===== src/rtl/tgc_pkg.sv =====
package tgc_pkg;
  typedef enum logic {
    GAIN_FULL = 1'b0,
    GAIN_HALF = 1'b1
  } gain_mode_e;
endpackage


===== src/rtl/code_compare.sv =====
module code_compare #(
  parameter int CODE_W = 6
) (
  input  logic [CODE_W-1:0] coarse_code,
  input  logic [CODE_W-1:0] thresh_code,
  input  logic              polarity,
  output logic              above_thr
);
  // one magnitude comparator; polarity swaps its operands
  logic [CODE_W-1:0] op_a, op_b;

  always_comb begin
    op_a      = polarity ? thresh_code : coarse_code;
    op_b      = polarity ? coarse_code : thresh_code;
    above_thr = (op_a > op_b);
  end

  // equal codes never report an above-threshold frequency
  always_comb begin
    if (coarse_code == thresh_code)
      a_r4_equal_is_below: assert (!above_thr);
  end
endmodule


===== src/rtl/gain_mode_ctl.sv =====
module gain_mode_ctl
  import tgc_pkg::*;
(
  input  logic       clk,
  input  logic       rst,
  input  logic       enable,
  input  logic       lock,
  input  logic       above_thr,
  output gain_mode_e mode_next,
  output gain_mode_e mode_q
);
  logic frozen_q;

  always_comb begin
    if (!enable)
      mode_next = GAIN_FULL;
    else if (lock && frozen_q)
      mode_next = mode_q;
    else
      mode_next = above_thr ? GAIN_HALF : GAIN_FULL;
  end

  always_ff @(posedge clk) begin
    if (rst) begin
      mode_q   <= GAIN_FULL;
      frozen_q <= 1'b0;
    end else begin
      mode_q   <= mode_next;
      frozen_q <= lock && enable;
    end
  end

  // once a locked sample has been taken, the mode holds while locked
  a_r7_hold_when_locked: assert property (@(posedge clk) disable iff (rst)
    (enable && lock && frozen_q) |=> $stable(mode_q));

  // disabled means full gain on the next edge
  a_r6_disable_full: assert property (@(posedge clk) disable iff (rst)
    !enable |=> (mode_q == GAIN_FULL));

  // freeze flag is clear right after lock is low
  a_r8_unlock_clears: assert property (@(posedge clk) disable iff (rst)
    !lock |=> !frozen_q);
endmodule


===== src/rtl/trk_gate.sv =====
module trk_gate
  import tgc_pkg::*;
#(
  parameter int TRK_W = 5
) (
  input  logic             clk,
  input  logic             rst,
  input  gain_mode_e       mode_next,
  input  logic [TRK_W-1:0] trk_word,
  output logic [TRK_W-1:0] set0_q,
  output logic [TRK_W-1:0] set1_q
);
  logic keep_set0;

  always_comb keep_set0 = (mode_next == GAIN_FULL);

  for (genvar b = 0; b < TRK_W; b++) begin : g_bit
    always_ff @(posedge clk) begin
      if (rst) begin
        set0_q[b] <= 1'b0;
        set1_q[b] <= 1'b0;
      end else begin
        set0_q[b] <= trk_word[b] & keep_set0;
        set1_q[b] <= trk_word[b];
      end
    end
  end
endmodule


===== src/rtl/tracking_gain_comp.sv =====
module tracking_gain_comp
  import tgc_pkg::*;
#(
  parameter int CODE_W = 6,
  parameter int TRK_W  = 5
) (
  input  logic              clk,
  input  logic              rst,
  input  logic [CODE_W-1:0] coarse_code,
  input  logic [CODE_W-1:0] thresh_code,
  input  logic              polarity,
  input  logic              enable,
  input  logic              lock,
  input  logic [TRK_W-1:0]  trk_word,
  output logic [TRK_W-1:0]  set0_word,
  output logic [TRK_W-1:0]  set1_word,
  output logic              half_gain
);
  logic       above_thr;
  gain_mode_e mode_next;
  gain_mode_e mode_q;

  code_compare #(.CODE_W(CODE_W)) u_cmp (
    .coarse_code (coarse_code),
    .thresh_code (thresh_code),
    .polarity    (polarity),
    .above_thr   (above_thr)
  );

  gain_mode_ctl u_mode (
    .clk       (clk),
    .rst       (rst),
    .enable    (enable),
    .lock      (lock),
    .above_thr (above_thr),
    .mode_next (mode_next),
    .mode_q    (mode_q)
  );

  trk_gate #(.TRK_W(TRK_W)) u_gate (
    .clk       (clk),
    .rst       (rst),
    .mode_next (mode_next),
    .trk_word  (trk_word),
    .set0_q    (set0_word),
    .set1_q    (set1_word)
  );

  always_comb half_gain = (mode_q == GAIN_HALF);

  // reset clears every output
  a_r1_reset_clear: assert property (@(posedge clk)
    rst |=> (set0_word == '0 && set1_word == '0 && !half_gain));

  // in half-gain mode the first set is idle
  a_r5_half_set0_idle: assert property (@(posedge clk) disable iff (rst)
    half_gain |-> (set0_word == '0));

  // in full-gain mode both sets carry the same word
  a_r5_full_sets_match: assert property (@(posedge clk) disable iff (rst)
    !half_gain |-> (set0_word == set1_word));

  // set 1 follows the tracking word with one edge of delay
  a_r9_set1_follows: assert property (@(posedge clk) disable iff (rst)
    !$past(rst) |-> (set1_word == $past(trk_word)));
endmodule


===== config.mk =====
export PLATFORM = sky130hd
export DESIGN_NAME = tracking_gain_comp
export DESIGN_NICKNAME = d
export VERILOG_FILES = /design/src/rtl/tgc_pkg.sv /design/src/rtl/code_compare.sv /design/src/rtl/gain_mode_ctl.sv /design/src/rtl/trk_gate.sv /design/src/rtl/tracking_gain_comp.sv
export SDC_FILE = /design/constraint.sdc
export NUM_CORES = 1
export LEC_CHECK = 0
export ABC_CLOCK_PERIOD_IN_PS = 2900
export BUFFER_PORTS_ARGS = -buffer_cell sky130_fd_sc_hd__clkbuf_2
export CAP_MARGIN = 40
export CELL_PAD_IN_SITES_DETAIL_PLACEMENT = 1
export CELL_PAD_IN_SITES_GLOBAL_PLACEMENT = 2
export CORE_ASPECT_RATIO = 1.4
export CORE_MARGIN = 2
export CORE_UTILIZATION = 25
export DETAILED_ROUTE_END_ITERATION = 8
export GPL_TIMING_DRIVEN = 0
export PLACE_DENSITY_LB_ADDON = 0.1
export REMOVE_ABC_BUFFERS = 1
export SLEW_MARGIN = 15
export SYNTH_ARGS = -nofsm -noshare
export SYNTH_HDL_FRONTEND = slang
export SYNTH_SLANG_ARGS = --single-unit

===== constraint.sdc =====
create_clock -name clk -period 2.9 [get_ports clk]
set_input_delay 0.29 -clock clk [delete_from_list [all_inputs] [get_ports clk]]
set_output_delay 0.29 -clock clk [all_outputs]
set_load 0.05 [all_outputs]

After elaboration in Yosys (flattened, before gate mapping)
Index checks and enable logic that the tools add are counted.
{"block": "totals", "reg_bits": 12, "elab_cells": 26, "mem_bits_rw": 0, "mem_bits_ro": 0, "latchBits": 0, "n_memories": 0}
{"block": "op_classes", "bitwise": 6, "shifts": 0, "n_reduce_logical": 2, "n_addsub": 0, "mul": 0, "n_mux": 5, "eq_ne": 0, "order_cmp": 1, "n_div": 0}
{"operator": "6-bit 2-to-1 mux", "count": 2}
{"operator": "6-bit > comparator", "count": 1}
{"operator": "1-bit AND", "count": 5}
{"operator": "1-bit 2-to-1 mux", "count": 3}
{"operator": "1-bit logical AND", "count": 2}
{"operator": "1-bit NOT", "count": 1}

Logic depth before layout (Yosys ltp)
Gate-level depths: netlist (run 1).
{"block": "logic_depth", "ltp_word": 7, "ltp_mapped": 8}

By module
Synthesis (run 1) repeated with hierarchy kept, for this count alone.
{"block": "hier_totals", "cells_unflattened": 57, "area_unflattened_um2": 658.1}
{"module": "trk_gate", "seq_area_each_um2": 200.2, "area_per_inst_um2": 305.3, "cells_per_inst": 21, "instances": 1}
{"module": "code_compare", "seq_area_each_um2": 0.0, "area_per_inst_um2": 264.0, "cells_per_inst": 27, "instances": 1}
{"module": "gain_mode_ctl", "seq_area_each_um2": 40.0, "area_per_inst_um2": 88.8, "cells_per_inst": 9, "instances": 1}

Least setup slack after synthesis (run 1)
No wires, ideal clock.
{"block": "synth_timing", "path_type": "input -> register", "start": "input port polarity", "end": "register u_gate.set0_q[4]", "cell_stages": 8, "setup_ns": 0.073, "path_slack_ns": 0.813, "path_buffers": 1, "t_arrival_ns": 2.015, "path_cell_list": "buf_2 mux2_2 ha_1 and4b_1 or3_4 nand3_2 nand3_4 nor3b_2"}
{"block": "synth_between", "elab_chain_cells": 7, "word_cells_on_any_way": 8, "cone_classes": "order compare (1); mux (5); bitwise (2)"}
{"item": "start: declaration", "line_no": "tracking_gain_comp.sv:11", "text": "input logic polarity,"}
{"item": "6-bit 2-to-1 mux, on equally long branches", "line_no": "code_compare.sv:13, code_compare.sv:14"}
{"item": "6-bit > comparator (*)", "line_no": "code_compare.sv:15", "text": "above_thr = (op_a > op_b);"}
{"item": "1-bit 2-to-1 mux (*)", "line_no": "gain_mode_ctl.sv:20", "text": "mode_next = above_thr ? GAIN_HALF : GAIN_FULL;"}
{"item": "1-bit 2-to-1 mux (*)", "line_no": "gain_mode_ctl.sv:17", "text": "else if (lock && frozen_q)"}
{"item": "1-bit 2-to-1 mux (*)", "line_no": "gain_mode_ctl.sv:15", "text": "if (!enable)"}
{"item": "1-bit NOT (*)", "line_no": "trk_gate.sv:15", "text": "always_comb keep_set0 = (mode_next == GAIN_FULL);"}
{"item": "1-bit AND (*)", "line_no": "trk_gate.sv:23", "text": "set0_q[b] <= trk_word[b] & keep_set0;"}
{"item": "end signal: indexed assignment", "line_no": "trk_gate.sv:23"}
{"item": "end: declaration", "line_no": "trk_gate.sv:10", "text": "output logic [TRK_W-1:0] set0_q,"}
Every way passes the cells marked *; elsewhere a longest branch is shown, timed or not.
A chain may end at the register's enable or synchronous reset.

Worst setup path in the final report (run 1)
Ends and elaborated chain as after synthesis.

==> results of run 1 <==
logic make-up after synthesis:
kind of cell,share of synthesized area
xor gates and xnor gates,0.0134
adders and majority gates,0.0960
and+or+nand+nor,0.274
AOI/OAI and AO/OA,0.0710
muxes,0.163
DFF,0.369
buffers and inverters,0.0134
layout by cell type (no fill, tap or decap):
| master | instances |
|---|---|
| nand3_2 | 1 |
| nand4_1 | 1 |
| clkbuf_4 | 3 |
| nand2_1 | 2 |
| nor3b_2 | 1 |
| nor2b_1 | 10 |
| mux2i_1 | 5 |
| nand2b_1 | 1 |
| ha_1 | 5 |
| nor2_1 | 1 |
| nand3_1 | 1 |
| o211ai_1 | 1 |
| clkbuf_8 | 1 |
| clkbuf_2 | 32 |
| xnor2_1 | 1 |
| and4_1 | 1 |
| and4b_1 | 1 |
| a32oi_1 | 1 |
| nand3b_1 | 1 |
| dfxtp_1 | 12 |
| a211o_2 | 1 |
| o21ai_0 | 1 |
| a21oi_1 | 3 |
| mux2_2 | 5 |
| nor4bb_1 | 1 |
| nand3_4 | 1 |
| inv_1 | 1 |
| or3_4 | 1 |
flip-flops by register name (all words and copies together), names as in the netlist:
register         count
u_mode.frozen_q      1
u_gate.set1_q        5
u_gate.set0_q        5
u_mode.mode_q        1
layout make-up:
cell class | instances | area, um2
Fill cell | 305 | 1560
Multi-Input combinational cell | 47 | 403
Sequential cell | 12 | 240
Timing Repair Buffer | 32 | 160
Tap cell | 34 | 42.5
Clock buffer | 4 | 36.3
Inverter | 1 | 3.75
power by group:
part	internal, mW	switching [mW]
Clock	0.0762	0.0517
Combinational	0.0481	0.0760
Sequential	0.175	0.00325
Total	0.299	0.131
metrics by stage:
| step | power [mW] | instances |
|---|---|---|
| finish | 0.430 | 130 |
| global route | 0.460 | 130 |
| CTS | 0.443 | 130 |
| floorplan | 0.267 | 60 |
| global placement | 0.307 | 126 |
| detailed placement | 0.310 | 126 |
metal layers:
| layer | routed length, um | vias up | GRT usage |
|---|---|---|---|
| met1 | 529 | 263 | 0.107 |
| met3 | 58 | 2 | 0.00836 |
| met4 | 10 | 0 | 0.0625 |
| met5 | 0 | - | 0 |
| li1 | - | 294 | - |
| met2 | 786 | 20 | 0.204 |
cell usage after synthesis:
master    number  area share
nand3_4        1       0.027
o21ai_0        1      0.0077
nor3b_2        1       0.019
o211ai_1       1       0.012
nor2b_1       10       0.096
mux2i_1        5       0.077
nand3_1        1      0.0077
nand2b_1       1      0.0096
buf_2          1      0.0077
a32oi_1        1       0.013
a211o_2        1       0.015
xnor2_1        1       0.013
nand3_2        1       0.015
dfxtp_1       12        0.37
or3_4          1       0.017
ha_1           5       0.096
and4_1         1       0.013
inv_1          1      0.0058
a21oi_1        3       0.023
nor2_1         1      0.0058
mux2_2         5       0.086
nor4bb_1       1       0.015
nand2_1        2       0.012
nand3b_1       1       0.012
nand4_1        1      0.0096
and4b_1        1       0.015
critical path, delay by kind of cell:
family | cells | cell delay (ns)
adder cells (fa/ha/maj) | 1 | 0.33
AND/OR/NAND/NOR | 5 | 0.91
buffers and inverters | 1 | 0.26
multiplexers | 1 | 0.38
worst max-delay path by stage:
| stage | startpoint | end | slack, ns | depth (start not counted) |
|---|---|---|---|---|
| global route | polarity | u_mode.mode_q | 0.79 | 7 |
| global placement | polarity | u_gate.set0_q[4] | 0.63 | 8 |
| finish | polarity | u_gate.set0_q[4] | 0.93 | 8 |
| CTS | polarity | u_gate.set0_q[4] | 0.91 | 8 |
| floorplan | polarity | u_gate.set0_q[4] | 1.07 | 7 |
| detailed placement | polarity | u_gate.set0_q[0] | 0.62 | 8 |
==> results.md, run 1 <==
- Die width: 47.2 um
- Tcrit/Tclk final: 0.680
- Initial Util: 0.267
- WL per Instance: 10.7 um
- Crit path kind: input pin to flip-flop
- Clock tree buffer depth: 2
- Maximum vdd drop: 0.000294 V
- Placed cell area: 850 um2
- Setup WS pre-CTS: 0.616 ns
- Nets: 124
- Clock Tree Root: clkbuf_4
- Floorplan core area: 2440 um2
- Max_slew headroom: 0.802
- Worst-Skew Late Latency: 0.26 ns
- CTS clk-pin slew, worst paths: 0.07 ns
- Final hold viol count: 0
- R2R cell count: 5
- Hold EP: u_gate.set1_q[4]
- Critical path arrival: 2.17 ns
- Max-cap violations: 0
- Syn Std Cell Area: 652 um2
- Unrepaired setup endpoints after global routing: no
- Post-CTS setup buffers: 0
- Layout Utilization: 0.363
- Critical Path Sink Type: flip-flop
- CTS tree: done
- CTS Hold Bufs: 0
- CP max FO: 12
- Diodes inserted: 0
- Routed WL: 1.39 mm
- Initial antenna violation count: 0
- CP Cell Sequence: clkbuf_2, mux2_2, ha_1, and4b_1, or3_4, nand3_2, nand3_4, nor3b_2
- Number of remaining DRC errors: 0
- Layout area overhead: 35.9%
- Slowest CP cell: mux2_2
- CTS resizes: 0
- Via/cell ratio: 4.45
- Synthesized instance count: 61
- # H-tree levels: 1
- Hold depth: 2
- Status: complete, no violations
- Final setup skew: 0.00248 ns
- Total CTS buffers: 3
- Yosys cell types: 26
- Vias in the first global route: 634
- Sequential element share of the synthesized area: 0.369
- Layout cell share with drive strength beyond 1: 0.479
- Detail Placement HPWL: 1.20 mm
- Die area: 3040 um2
- Cell row count: 21
- Buffers on Ports: 32
- R2r setup slk: 1.84 ns
- Die Ht: 64.4 um
- R2R Path Start: u_mode.frozen_q
- Final Instance Area: 886 um2
- Critical R2R Capture: u_gate.set0_q[4]
- Worst EP required: 3.10 ns
- Worst hold slack: 0.249 ns
- Min cycle time layout: 1.97 ns
- Hold crit path type: input pin to flip-flop
- Worst min-delay path startpoint: trk_word[4]
- Max Clk Rate: 507 MHz
- Power Density: 486 nW/um2
- First-pass GRT wire length: 2.42 mm
- Total track usage: 0.109
- Worst path max stage delay: 0.38 ns
- Worst slew pin tran: 0.297 ns
- Pre-antenna DRT Iters: 2
- Pin count of the biggest net entering global routing: 13
- Post-route setup TNS: 0 ns
- Final Max Slew Viols: 0
- DR iter-0 viols: 3
- #FFs+latches synth: 12
- Leakage: 0.431 nW
- Yosys warnings: 0
- Fin worst setup slack: 0.929 ns
- Clock sink total: 12
- Global route total overflow: 0
- Antenna viol nets, final: 0
- Final Wtd Congestion: 0.653
- Vias: 579
- # setup viols final: 0
- Avg Cell Area, Syn: 10.7 um2
- Ports: 33
- Worst Setup Start Kind: input pin
Note: power is estimated with default switching activity, not from simulation.
==> run 2: changes to the inputs <==
ABC_CLOCK_PERIOD_IN_PS = 1660   (was 2900)
CORE_UTILIZATION = 22   (was 25)
clock period = 1.66 ns   (was 2.9 ns; I/O delays follow)
==> run 2 against run 1 <==
Wire length increased by 15%. Final area grew 17%. First-iteration DRC count grew to 2.7 times the previous value. Sequential share of layout area fell by 3.9 points. Hold slack got worse by 0.080 ns. Setup slack got worse by 0.86 ns. Via count up 4.1%. Core utilization up 0.11 points. Clock skew shrank 0.0011 ns. Die area rose by 13%. Sequential power up 76%. Critical path type unchanged. Critical endpoint is now u_gate.set0_q[0]. Largest power group unchanged.
==> results.md, run 2 (synthesis gave the netlist of run 1 again) <==
- Number of remaining DRC errors: 0 (unchanged)
- Total power: 0.884 mW (was 0.430 mW)
- R2R cell count: 5 (unchanged)
- DR iter-0 viols: 8 (was 3)
- Die area: 3420 um2 (was 3040 um2)
- Tcrit/Tclk final: 0.958
- Final setup skew: 0.00139 ns (was 0.00248 ns)
- Clock sink total: 12 (unchanged)
- Vias in the first global route: 626 (was 634)
- Critical path origin: polarity (unchanged)
- # H-tree levels: 1 (unchanged)
- Floorplan core area: 2850 um2 (was 2440 um2)
- Commonest non-fill, non-tap cell in the layout: clkbuf_2 (unchanged)
- Max-cap violations: 0 (unchanged)
- WL per Instance: 11.8 um (was 10.7 um)
- Worst hold slack: 0.169 ns (was 0.249 ns)
- Final Wtd Congestion: 0.674 (was 0.653)
- Status: complete, no violations (unchanged)
- Power Density: 854 nW/um2 (was 486 nW/um2)
- Max Clk Rate: 629 MHz
- Global route total overflow: 0 (unchanged)
- Maximum vdd drop: 0.000655 V (was 0.000294 V)
- Worst-Skew Late Latency: 0.24 ns (was 0.26 ns)
- Crit path kind: input pin to flip-flop (unchanged)
- Leakage: 0.475 nW (was 0.431 nW)
- Routed WL: 1.59 mm (was 1.39 mm)
- Pin count of the biggest net entering global routing: 13 (unchanged)
- Fin cells: 135 (was 130)
- Detail Placement HPWL: 1.22 mm (was 1.20 mm)
- Critical Path Sink Type: flip-flop (unchanged)
- CP max FO: 6 (was 12)
- Filler cell count: 329 (was 305)
- R2R Path Start: u_mode.frozen_q (unchanged)
- # setup viols final: 0 (unchanged)
- Setup WS pre-CTS: -0.505 ns (was 0.616 ns)
- Initial antenna violation count: 0 (unchanged)
- Layout Utilization: 0.364 (was 0.363)
- Vias: 603 (was 579)
- DP Cell Count: 129 (was 126)
- Layout cell share with drive strength beyond 1: 0.551 (was 0.479)
- Diodes inserted: 0 (unchanged)
- Buffers on Ports: 32 (unchanged)
- Hold depth: 2 (unchanged)
- CTS tree: done (unchanged)
- Cell row count: 23 (was 21)
- Fin worst setup slack: 0.0697 ns (was 0.929 ns)
- Worst Setup Start Kind: input pin (unchanged)
- Die Ht: 68.4 um (was 64.4 um)
- First-pass GRT wire length: 2.43 mm (was 2.42 mm)
- R2r setup slk: 0.59 ns (was 1.84 ns)
- Ports: 33 (unchanged)
- Total CTS buffers: 3 (unchanged)
- Die width: 50.0 um (was 47.2 um)
- Total track usage: 0.0946 (was 0.109)
- Worst slew pin tran: 0.325 ns (was 0.297 ns)
- Min cycle time layout: 1.59 ns
- Antenna viol nets, final: 0 (unchanged)
- Worst min-delay path startpoint: trk_word[2] (was trk_word[4])
- Final hold viol count: 0 (unchanged)
- Final Max Slew Viols: 0 (unchanged)
- Max_slew headroom: 0.784 (was 0.802)
- Clock tree buffer depth: 2 (unchanged)
- Initial Util: 0.229 (was 0.267)
- Critical R2R Capture: u_gate.set0_q[0] (was u_gate.set0_q[4])
- Hold EP: u_gate.set1_q[2] (was u_gate.set1_q[4])
- CTS clk-pin slew, worst paths: 0.05 ns (was 0.07 ns)
- Hold crit path type: input pin to flip-flop (unchanged)
- Most frequent cells in the layout: 31 x clkbuf_2, 12 x dfxtp_1, 10 x nor2b_1, 5 x ha_4 (was 32 x clkbuf_2, 12 x dfxtp_1, 10 x nor2b_1)
- Worst EP required: 1.79 ns (was 3.10 ns)
- Layout area overhead: 58.9% (was 35.9%)
- Biggest registers after layout: u_gate.set0_q x5, u_gate.set1_q x5 (unchanged)
- Nets: 126 (was 124)
- Via/cell ratio: 4.47 (was 4.45)
- Critical path arrival: 1.72 ns (was 2.17 ns)
- Clock Tree Root: clkbuf_8 (was clkbuf_4)
- Pre-antenna DRT Iters: 3 (was 2)
==> run 2: how the worst max path moves through the flow <==
| stage | end | cells after the start |
|---|---|---|
| after global placement | u_gate.set0_q[4] | 8 |
| final | u_gate.set0_q[0] | 8 |
| after CTS | u_gate.set0_q[0] | 8 |
| after global routing | u_gate.set0_q[4] | 8 |
| after floorplan | u_gate.set0_q[4] | 7 |
| after detailed placement | u_gate.set0_q[4] | 8 |
==> run 2: final cells by class <==
| cell class | instances | area, um2 | share of cell area |
|---|---|---|---|
| timing repair buffer | 34 | 199 | 0.192 |
| tap | 37 | 46.3 | 0.0447 |
| sequential | 12 | 240 | 0.232 |
| multi-input combinational | 47 | 492 | 0.475 |
| inverter | 1 | 3.75 | 0.00362 |
| clock buffer | 4 | 55.1 | 0.0531 |
==> run 2: per-stage QoR <==
| stage | cell area [um2] | setup TNS, ns |
|---|---|---|
| after global placement | 853 | -2.73 |
| after detailed placement | 853 | -2.81 |
| final | 1040 | 0 |
| after CTS | 953 | 0 |
| after global routing | 1040 | -0.00134 |
| after floorplan | 647 | -0.0793 |
==> run 2: worst max-delay path: stages <==
cell       delay (ns)
clkbuf_16        0.14
mux2_4           0.31
ha_4             0.24
and4_1           0.21
nand3b_1         0.16
a211o_2          0.33
nand3_4          0.11
nor2b_1          0.06
==> run 2: timing repair <==
action,4_1_cts,5_1_grt
cloned,0,1
setup buffers,0,1
hold buffers,0,0
gates resized for setup,5,9
pin swaps,2,8
endpoints found under the setup margin,6,6
==> run 2: metal layers <==
metal / vias to the layer above / wire (um) / track usage
li1: 294 / - / -
met1: 281 / 596 / 0.0796
met2: 23 / 883 / 0.189
met3: 5 / 74 / 0.0197
met4: 0 / 39 / 0.0729
met5: - / 0 / 0
==> run 2: report_power, final <==
part	internal, mW	total, mW	switching (mW)
Combinational	0.112	0.259	0.148
Sequential	0.307	0.313	0.00578
Clock	0.209	0.313	0.103
==> run 3: changes to the inputs <==
ABC_CLOCK_PERIOD_IN_PS = 1600   (was 1660)
CORE_UTILIZATION = 25   (was 22)
clock period = 1.6 ns   (was 1.66 ns; I/O delays follow)
==> run 3 against run 2 <==
Die area fell by 11%. Critical path depth stayed put. Via count grew 0.17%. Clock power fell by 26%. Critical endpoint is now u_gate.set0_q[4].
==> results.md, run 3 (synthesis gave the netlist of run 1 again) <==
- Max Clk Rate: 641 MHz
- Pre-antenna DRT Iters: 2 (was 3)
- Pin count of the biggest net entering global routing: 13 (unchanged)
- DP Cell Count: 126 (was 129)
- Initial antenna violation count: 0 (unchanged)
- Critical path arrival: 1.76 ns (was 1.72 ns)
- Final Wtd Congestion: 0.653 (was 0.674)
- Number of remaining DRC errors: 0 (unchanged)
- Initial Util: 0.267 (was 0.229)
- Final Instance Area: 991 um2 (was 1040 um2)
- Final setup skew: 0.00248 ns (was 0.00139 ns)
- Most used cell, CP: nand3_4
- DR iter-0 viols: 3 (was 8)
- # H-tree levels: 1 (unchanged)
- Min cycle time layout: 1.56 ns
- Tcrit/Tclk final: 0.975
- Setup WS pre-CTS: -0.554 ns (was -0.505 ns)
- Fin worst setup slack: 0.0400 ns (was 0.0697 ns)
- Maximum vdd drop: 0.000540 V (was 0.000655 V)
- Detail Placement HPWL: 1.20 mm (was 1.22 mm)
- CTS tree: done (unchanged)
- R2r setup slk: 0.55 ns (was 0.59 ns)
- CTS clk-pin slew, worst paths: 0.07 ns (was 0.05 ns)
- Area of the multi-input gates: 462 um2 (was 492 um2)
- Total track usage: 0.113 (was 0.0946)
- Top delay family on crit path: simple AND/OR/NAND/NOR gates (unchanged)
- Vias in the first global route: 648 (was 626)
- CTS Hold Bufs: 0 (unchanged)
- # setup viols final: 0 (unchanged)
- Worst-Skew Late Latency: 0.26 ns (was 0.24 ns)
- WL per Instance: 12.0 um (was 11.8 um)
- Layout cell share with drive strength beyond 1: 0.545 (was 0.551)
- R2R cell count: 5 (unchanged)
- Post-route setup TNS: 0 ns (unchanged)
- Leakage: 0.464 nW (was 0.475 nW)
- Global route total overflow: 0 (unchanged)
- Most frequent cells in the layout: 31 x clkbuf_2, 12 x dfxtp_1, 10 x nor2b_1, 5 x mux2i_1, 4 x mux2_2 (was 31 x clkbuf_2, 12 x dfxtp_1, 10 x nor2b_1, 5 x ha_4)
- First-pass GRT wire length: 2.51 mm (was 2.43 mm)
- Vias: 604 (was 603)
- Worst min-delay path startpoint: trk_word[4] (was trk_word[2])
- Biggest registers after layout: u_gate.set0_q x5, u_gate.set1_q x5 (unchanged)
- Max_slew headroom: 0.828 (was 0.784)
- Power Density: 830 nW/um2 (was 854 nW/um2)
- Clock sink total: 12 (unchanged)
- Hold depth: 2 (unchanged)
- Buffers on Ports: 32 (unchanged)
- Final Max Slew Viols: 0 (unchanged)
- Worst path max stage delay: 0.35 ns (was 0.33 ns)
- Clock Tree Root: clkbuf_4 (was clkbuf_8)
- CP Cell Sequence: clkbuf_16, mux2_4, ha_4, and4b_1, or3_4, nand3_4, nand3_4, nor3b_2 (was clkbuf_16, mux2_4, ha_4, and4_1, nand3b_1, a211o_2, nand3_4, nor2b_1)
- Final hold viol count: 0 (unchanged)
- Unrepaired setup endpoints after global routing: yes
- Critical Path Sink Type: flip-flop (unchanged)
- CP max FO: 6 (unchanged)
- Routed WL: 1.60 mm (was 1.59 mm)
- Via/cell ratio: 4.54 (was 4.47)
- Floorplan core area: 2440 um2 (was 2850 um2)
- Antenna viol nets, final: 0 (unchanged)
- Filler cell count: 295 (was 329)
- Die area: 3040 um2 (was 3420 um2)
- Placed cell area: 850 um2 (was 853 um2)
- Cell row count: 21 (was 23)
- Hold crit path type: input pin to flip-flop (unchanged)
- Fin cells: 133 (was 135)
- Crit path kind: input pin to flip-flop (unchanged)
- Commonest non-fill, non-tap cell in the layout: clkbuf_2 (unchanged)
- Layout area overhead: 52.0% (was 58.9%)
- Layout Utilization: 0.406 (was 0.364)
- Die width: 47.2 um (was 50.0 um)
- Nets: 127 (was 126)
- Critical R2R Capture: u_gate.set0_q[4] (was u_gate.set0_q[0])
- Ports: 33 (unchanged)
- Die Ht: 64.4 um (was 68.4 um)
- Clock tree buffer depth: 2 (unchanged)
- Hold EP: u_gate.set1_q[4] (was u_gate.set1_q[2])
- Slowest CP cell: or3_4 (was a211o_2)
- Worst EP required: 1.80 ns (was 1.79 ns)
- Worst Setup Start Kind: input pin (unchanged)
- Total CTS buffers: 3 (unchanged)
- Worst slew pin tran: 0.251 ns (was 0.325 ns)
- Buf+Inv Stages, Crit Path: 1 (unchanged)
- Status: complete, no violations (unchanged)
- R2R Path Start: u_mode.frozen_q (unchanged)
- Diodes inserted: 0 (unchanged)
- Storage cell area: 240 um2 (unchanged)
- Max-cap violations: 0 (unchanged)
==> run 3: changes by cell type in the layout (fill, tap and decap cells not counted), sizes merged <==
| cell | previous run | this run |
|---|---|---|
| buf | 2 | 3 |
==> run 3: area by class of cell <==
cell class	count	share of cell area
clock buffer	4	0.0366
inverter	1	0.00379
multi-input combinational	47	0.466
sequential	12	0.242
tap	34	0.0429
timing repair buffer	35	0.208
==> run 3: worst max-delay path by stage <==
| stage | start | end | slack [ns] | depth (start not counted) |
|---|---|---|---|---|
| 2_1_floorplan | polarity | u_gate.set0_q[4] | -0.10 | 7 |
| 3_3_place_gp | polarity | u_gate.set0_q[4] | -0.54 | 8 |
| 3_5_place_dp | polarity | u_gate.set0_q[0] | -0.55 | 8 |
| 4_1_cts | polarity | u_gate.set0_q[4] | 0.00006 | 8 |
| 5_1_grt | polarity | u_gate.set0_q[4] | -0.03 | 8 |
| 6_report | polarity | u_gate.set0_q[4] | 0.04 | 8 |
==> run 3: what timing repair did <==
item | in CTS | in global routing
setup endpoints to repair | 6 | 6
setup buffers | 0 | 2
pin swaps | 2 | 0
cloned | 0 | 1
resized for setup | 7 | 4
==> run 3: per-layer routing <==
metal	GRT usage	vias to the layer above	wire, um
li1	-	299	-
met1	0.111	283	548
met2	0.212	20	969
met3	0.00836	2	67
met4	0.0625	0	10
met5	0	-	0
==> run 3: worst register-to-register path, delay by kind of cell (launching register included) <==
kind             cells  cell delay [ns]
AND/OR/NAND/NOR      4             0.32
AO/OA/AOI/OAI        1             0.30
flip-flops           1             0.34
==> run 3: where the power goes <==
group          total [mW]  internal, mW  switching, mW
sequential          0.323         0.317        0.00602
clock               0.232         0.138         0.0936
combinational       0.267         0.114          0.153
total               0.822         0.569          0.253
==> run 3: through the flow <==
step	hold slack (ns)	total power [mW]
2_1_floorplan	0.230	0.484
3_3_place_gp	0.381	0.557
3_5_place_dp	0.411	0.561
4_1_cts	0.110	0.827
5_1_grt	0.122	0.876
6_report	0.119	0.822
